==> config.mk <==
export PLATFORM = sky130hd
export DESIGN_NAME = chs_byte_buffer
export DESIGN_NICKNAME = d
export VERILOG_FILES = /design/src/rtl/chs_pkg.sv /design/src/rtl/chs_addr_seq.sv /design/src/rtl/chs_store.sv /design/src/rtl/chs_host_port.sv /design/src/rtl/chs_byte_buffer.sv
export SDC_FILE = /design/constraint.sdc
export NUM_CORES = 1
export LEC_CHECK = 0
export BUFFER_PORTS_ARGS = -buffer_cell sky130_fd_sc_hd__buf_2
export CORE_MARGIN = 5
export CORE_UTILIZATION = 50
export CTS_BUF_LIST = sky130_fd_sc_hd__clkbuf_2
export CTS_CLUSTER_DIAMETER = 150
export DETAILED_ROUTE_END_ITERATION = 7
export PLACE_DENSITY = 0.8
export SLEW_MARGIN = 0
export SYNTH_ARGS = -nofsm -noshare
export SYNTH_HDL_FRONTEND = slang
export SYNTH_SLANG_ARGS = --single-unit
export TNS_END_PERCENT = 20
==> constraint.sdc <==
create_clock -name clk -period 2.2 [get_ports clk]
set_input_delay 0.44 -clock clk [delete_from_list [all_inputs] [get_ports clk]]
set_output_delay 0.44 -clock clk [all_outputs]
set_load 0.02 [all_outputs]
==> src/rtl/chs_pkg.sv <==
package chs_pkg;
  localparam int unsigned CHS_WORDS_DEF  = 24;
  localparam int unsigned CHS_BYTE_W_DEF = 8;

  // Byte phase within a word in paired mode.
  typedef enum logic {
    PH_A = 1'b0,
    PH_B = 1'b1
  } phase_e;
endpackage

==> src/rtl/chs_addr_seq.sv <==
// Word pointer and paired-mode byte phase.
module chs_addr_seq
  import chs_pkg::*;
#(
  parameter int unsigned WORDS = CHS_WORDS_DEF,
  localparam int unsigned AW = $clog2(WORDS)
) (
  input  logic          clk,
  input  logic          rst_n,
  input  logic          load,
  input  logic [AW-1:0] load_addr,
  input  logic          auto_inc,
  input  logic          pair_mode,
  input  logic          step,
  output logic [AW-1:0] cur_addr,
  output phase_e        phase
);
  localparam logic [AW-1:0] LAST = AW'(WORDS - 1);
  localparam logic [AW-1:0] LIMIT = AW'(WORDS - 1);

  logic          word_done;
  logic [AW-1:0] addr_next;
  logic [AW-1:0] load_clamped;

  // A word completes on every byte in mirrored mode, on the B byte in paired mode.
  assign word_done    = !pair_mode || (phase == PH_B);
  assign addr_next    = (cur_addr == LAST) ? '0 : cur_addr + AW'(1);
  assign load_clamped = (load_addr <= LIMIT) ? load_addr : '0;

  always_ff @(posedge clk) begin
    if (!rst_n) begin
      cur_addr <= '0;
      phase    <= PH_A;
    end else if (load) begin
      cur_addr <= load_clamped;
      phase    <= PH_A;
    end else if (step) begin
      if (word_done && auto_inc) begin
        cur_addr <= addr_next;
      end
      phase <= (pair_mode && phase == PH_A) ? PH_B : PH_A;
    end else if (!pair_mode) begin
      phase <= PH_A;
    end
  end
endmodule

==> src/rtl/chs_store.sv <==
// Register store: one host write port, a combinational host read port,
// a registered transmit read port.
module chs_store
  import chs_pkg::*;
#(
  parameter int unsigned WORDS  = CHS_WORDS_DEF,
  parameter int unsigned BYTE_W = CHS_BYTE_W_DEF,
  localparam int unsigned AW = $clog2(WORDS),
  localparam int unsigned WW = 2 * BYTE_W
) (
  input  logic          clk,
  input  logic          rst_n,
  input  logic          we,
  input  logic [AW-1:0] waddr,
  input  logic [WW-1:0] wdata,
  input  logic [AW-1:0] host_addr,
  output logic [WW-1:0] host_word,
  input  logic [AW-1:0] tx_addr,
  output logic [WW-1:0] tx_word
);
  localparam logic [AW-1:0] LAST = AW'(WORDS - 1);

  logic [WW-1:0] words [WORDS];

  for (genvar g = 0; g < WORDS; g++) begin : g_word
    logic          hit;
    logic [WW-1:0] q;
    assign hit = we && (waddr == AW'(g));
    always_ff @(posedge clk) begin
      if (!rst_n) begin
        q <= '0;
      end else if (hit) begin
        q <= wdata;
      end
    end
    assign words[g] = q;
  end

  always_comb begin
    host_word = '0;
    if (host_addr <= LAST) begin
      host_word = words[host_addr];
    end
  end

  always_ff @(posedge clk) begin
    if (!rst_n) begin
      tx_word <= '0;
    end else if (tx_addr <= LAST) begin
      tx_word <= words[tx_addr];
    end else begin
      tx_word <= '0;
    end
  end
endmodule

==> src/rtl/chs_host_port.sv <==
// Byte streams to and from the host: handshake, A-byte staging, byte selection.
module chs_host_port
  import chs_pkg::*;
#(
  parameter int unsigned BYTE_W = CHS_BYTE_W_DEF,
  localparam int unsigned WW = 2 * BYTE_W
) (
  input  logic              clk,
  input  logic              rst_n,
  input  logic              pair_mode,
  input  logic              rd_sel_b,
  input  logic              load,
  input  phase_e            phase,
  input  logic [WW-1:0]     host_word,
  input  logic              wr_valid,
  output logic              wr_ready,
  input  logic [BYTE_W-1:0] wr_data,
  output logic              rd_valid,
  input  logic              rd_ready,
  output logic [BYTE_W-1:0] rd_data,
  output logic              step,
  output logic              we,
  output logic [WW-1:0]     wdata
);
  logic              wr_fire;
  logic              rd_fire;
  logic [BYTE_W-1:0] stage_a;
  logic [BYTE_W-1:0] half_a;
  logic [BYTE_W-1:0] half_b;

  assign wr_ready = !load;
  assign rd_valid = !load && !wr_valid;
  assign wr_fire  = wr_valid && wr_ready;
  assign rd_fire  = rd_valid && rd_ready;
  assign step     = wr_fire || rd_fire;

  // Paired mode: hold the A byte until the B byte arrives.
  always_ff @(posedge clk) begin
    if (!rst_n) begin
      stage_a <= '0;
    end else if (wr_fire && pair_mode && phase == PH_A) begin
      stage_a <= wr_data;
    end
  end

  assign we    = wr_fire && (!pair_mode || phase == PH_B);
  assign wdata = pair_mode ? {stage_a, wr_data} : {wr_data, wr_data};

  assign half_a = host_word[WW-1:BYTE_W];
  assign half_b = host_word[BYTE_W-1:0];

  always_comb begin
    if (pair_mode) begin
      rd_data = (phase == PH_A) ? half_a : half_b;
    end else begin
      rd_data = rd_sel_b ? half_b : half_a;
    end
  end
endmodule

==> src/rtl/chs_byte_buffer.sv <==
module chs_byte_buffer
  import chs_pkg::*;
#(
  parameter int unsigned WORDS  = CHS_WORDS_DEF,
  parameter int unsigned BYTE_W = CHS_BYTE_W_DEF,
  localparam int unsigned AW = $clog2(WORDS),
  localparam int unsigned WW = 2 * BYTE_W
) (
  input  logic              clk,
  input  logic              rst_n,
  input  logic              cfg_pair_mode,
  input  logic              cfg_rd_sel_b,
  input  logic              cfg_auto_inc,
  input  logic              addr_load,
  input  logic [AW-1:0]     addr_value,
  input  logic              wr_valid,
  output logic              wr_ready,
  input  logic [BYTE_W-1:0] wr_data,
  output logic              rd_valid,
  input  logic              rd_ready,
  output logic [BYTE_W-1:0] rd_data,
  input  logic [AW-1:0]     tx_addr,
  output logic [WW-1:0]     tx_word
);
  logic [AW-1:0] cur_addr;
  phase_e        cur_phase;
  logic          step;
  logic          we;
  logic [WW-1:0] wdata;
  logic [WW-1:0] host_word;

  chs_addr_seq #(.WORDS(WORDS)) u_seq (
    .clk       (clk),
    .rst_n     (rst_n),
    .load      (addr_load),
    .load_addr (addr_value),
    .auto_inc  (cfg_auto_inc),
    .pair_mode (cfg_pair_mode),
    .step      (step),
    .cur_addr  (cur_addr),
    .phase     (cur_phase)
  );

  chs_store #(.WORDS(WORDS), .BYTE_W(BYTE_W)) u_store (
    .clk       (clk),
    .rst_n     (rst_n),
    .we        (we),
    .waddr     (cur_addr),
    .wdata     (wdata),
    .host_addr (cur_addr),
    .host_word (host_word),
    .tx_addr   (tx_addr),
    .tx_word   (tx_word)
  );

  chs_host_port #(.BYTE_W(BYTE_W)) u_port (
    .clk       (clk),
    .rst_n     (rst_n),
    .pair_mode (cfg_pair_mode),
    .rd_sel_b  (cfg_rd_sel_b),
    .load      (addr_load),
    .phase     (cur_phase),
    .host_word (host_word),
    .wr_valid  (wr_valid),
    .wr_ready  (wr_ready),
    .wr_data   (wr_data),
    .rd_valid  (rd_valid),
    .rd_ready  (rd_ready),
    .rd_data   (rd_data),
    .step      (step),
    .we        (we),
    .wdata     (wdata)
  );
endmodule

==> metrics.txt <==
Yosys reg bits=414; cell accounting for the most synthesized area=dfxtp_1; count of unresolved DRC violations after routing=0; die span in y=214 µm; Worst Clk Skew=0.0660 ns; horizontal die dimension=214 µm; count of routing violations after the opening detailed-route iteration=2905; worst min-delay path class=in -> reg; Synth-to-Final Area Change=20.5%; Die Outline Area=45900 µm²; status=finished, violations left; number of buffer cells added on primary ports=51; Routed WL=71.9 mm; max-slew violation count=0; kind of end point of the critical path=output pin; async set or reset register ratio after synthesis=0%; Initial Utilization=50.9%; start-to-end type of the worst setup path=reg -> out; via count of the first global-routing pass=19000; Placed Cells=2745; fraction of post-synthesis cell area in the top cell type by area=39.7%; number of placement rows=74; final non-filler cell total=2971; peak supply drop=0.297 mV; area of all placed cells without fillers=25100 µm²; half-perimeter wire length of the detailed placement result=46.5 mm; syn avg cell area=9.70 µm²; Slowest-stage cell, CP=a221o_1; Ys Warns=0; number of enable-type register cells in the synthesized netlist=0; setup slack after placement=-0.538 ns; pin count of the biggest net entering global routing=65; gate count of the mapped netlist=2151; residual overflow from global routing=0; total global-route track usage=28.8%; Maximum Capacitance Violations=0; critical path fanouts, max=8; Worst path max stage delay=0.39 ns; top flip-flop cell by instance count after synthesis=dfxtp_1; Top-Level Pins=52; Setup violations, final=26; sequential element share of the synthesized area=39.7%; number of unique standard cell types used by synthesis=59; power density over the cells=572 nW/µm²; number of vias per cell after detailed routing=6.62; transition time at the pin with the least slew margin=0.666 ns; synthesized netlist net count=2182; Inserted Clock Buffers=104; Critical Path, Cell by Cell=buf_12, buf_4, ha_1, and4b_1, o21ai_2, nand2_2, buf_12, nor2_1, a221o_1, buf_4; layout cell share with drive strength beyond 1=31.7%; Worst setup SP type=flop; achievable frequency=271 MHz; final hold violation count=0; time the worst path needs with I/O delays and setup=3.69 ns; violated checks=negative setup slack; first-pass GRT wire length=106 mm; share of the clock period used by the worst path after layout=168%; Pleak=9.11 nW; clk sink count=414; Detailed Routing Iterations Pass 1=7; WP data arrival=3.25 ns; post-detailed-route wirelength per cell=24.2 µm; RSZ-0062 raised after global routing=true; NumNets Final=2399; Area after DPL=23300 µm²; most frequently used cell type in the post-synthesis netlist=nand2_1; area of the mapped netlist=20900 µm²; Setup WS post-layout=-1.49 ns; CTS tree=yes; clock latency of the later-clocked register in the worst-skew pair=1.06 ns; top cells by area, synth=dfxtp_1 (40%), mux4_2 (20%), nand2_1 (8.4%), a211oi_1 (5.8%), a21oi_1 (4.3%); master cell of the clock root buffer=clkbuf_2; crit path buf inv count=4; weighted congestion at the end of routability-driven global placement=0.948; cell class contributing the biggest share of worst-path delay=buffers and inverters; hold slack final=0.123 ns; critical path required time=1.76 ns; Clk pin slew, worst setup/hold paths=0.11 ns; core area=41000 µm²; Synth top cells by count=nand2_1 (468), dfxtp_1 (414), mux4_2 (187); Antenna Nets Post-Route=0; relative slew slack=55.6%; antenna violations before repair=3; overall via count from detail_route=19700; deepest level of the CTS H-tree=3; maximum clock path buffer count=3
==> sequential cells by signal, indices dropped and copies added, names as in the netlist <==
register,count
u_port.stage_a,8
u_store.g_word.q,384
u_store.tx_word,16
u_seq.cur_addr,5
u_seq.phase,1
==> layout by cell type (no fill, tap or decap), drive strengths merged, types with 4 or more instances in the layout <==
cell,netlist,layout
a21boi,36,36
a22o,7,7
nor3,5,5
a211o,4,4
buf,127,318
inv,20,23
ha,5,5
nor4,5,5
o221ai,4,4
and2,25,25
o21ai,7,7
and3,4,4
and4,7,7
o22ai,24,24
nand2,468,468
nor2,171,171
a22oi,6,6
a211oi,162,162
dfxtp,414,414
mux4,187,187
clkinv,3,25
nand2b,7,7
dlygate4sd3,0,20
o32ai,4,4
mux2i,71,71
a221oi,16,16
nor2b,8,8
o211a,35,35
clkbuf,108,158
a21oi,178,178
==> area by class of cell <==
cell class                 count  area (µm²)
sequential                   414        8300
multi-input combinational   1479       11900
clock inverter                25        93.8
antenna                        2        5.00
clock buffer                 150         751
inverter                      23        93.8
tap                          532         666
timing repair buffer         346        3370
fill                        3090       15900
==> power breakdown <==
| part | internal [mW] | switching, mW | total [mW] | leakage, nW |
|---|---|---|---|---|
| Clock | 1.80 | 3.17 | 4.97 | 0.670 |
| Sequential | 7.53 | 0.0451 | 7.58 | 3.34 |
| Combinational | 0.762 | 1.07 | 1.83 | 5.11 |
| Total | 10.1 | 4.29 | 14.4 | 9.11 |
==> through the flow <==
step | utilization (%) | setup TNS [ns] | total power [mW]
2_1_floorplan | - | -0.536 | 8.76
3_3_place_gp | 56.7 | -10.42 | 9.32
3_5_place_dp | 56.7 | -13.75 | 9.36
4_1_cts | 59.7 | -11.73 | 14.2
5_1_grt | 61.3 | -13.37 | 14.9
6_report | 61.3 | -12.07 | 14.4
==> logic make-up (layout without fill, tap and decap cells) <==
logic type / count (synthesis) / count (layout) / share of synthesized area [%]
simple gates: 711 / 711 / 13.8
compound gates: 502 / 502 / 16.5
flops: 414 / 414 / 39.7
mux: 260 / 260 / 23.7
buf+inv: 258 / 544 / 5.96
fa+ha+maj: 5 / 5 / 0.300
xor+xnor: 1 / 1 / 0.0420
other cells: 0 / 2 / 0
==> worst register-to-register path: stages (launching register included) <==
cell and delay [ns]:
dfxtp_2 0.37, buf_6 0.16, nor2b_4 0.19, buf_6 0.14, buf_8 0.14, buf_6 0.14
and4_4 0.28, and2_4 0.20, buf_12 0.16, buf_12 0.15, buf_4 0.12, a211oi_1 0.07
==> repair_timing <==
| action | in CTS | in global routing |
|---|---|---|
| endpoints found under the hold margin | 236 | 0 |
| resized for setup | 31 | 85 |
| setup buffers | 4 | 16 |
| hold buffers | 20 | 0 |
| pin swaps | 4 | 21 |
| setup endpoints to repair | 112 | 149 |
| gates cloned | 1 | 8 |
==> path summary, 6_finish.rpt <==
path	from	to	slack, ns	depth (start not counted)
hold / removal	wr_valid	u_port.stage_a[4]$_SDFFE_PN0P_	0.12	5
setup / recovery	u_seq.cur_addr[0]$_SDFFE_PN0P_	rd_data[3]	-1.49	10
hold reg to reg	u_store.g_word[18].q[7]$_SDFFE_PN0P_	u_store.g_word[18].q[7]$_SDFFE_PN0P_	0.48	2
setup reg to reg	u_seq.cur_addr[3]$_SDFFE_PN0P_	u_store.g_word[7].q[13]$_SDFFE_PN0P_	-0.07	11
==> routing by layer <==
layer | vias up | part of all wire [%] | wire length, µm | GRT usage, %
met5 | - | 0 | 0 | 0
met4 | 0 | 6.4 | 4610 | 17.1
met1 | 9450 | 35 | 24900 | 35.4
met3 | 363 | 13 | 9090 | 7.48
met2 | 1566 | 46 | 33300 | 45.8
li1 | 8284 | - | - | -
Note: power is estimated with default switching activity, not from simulation.
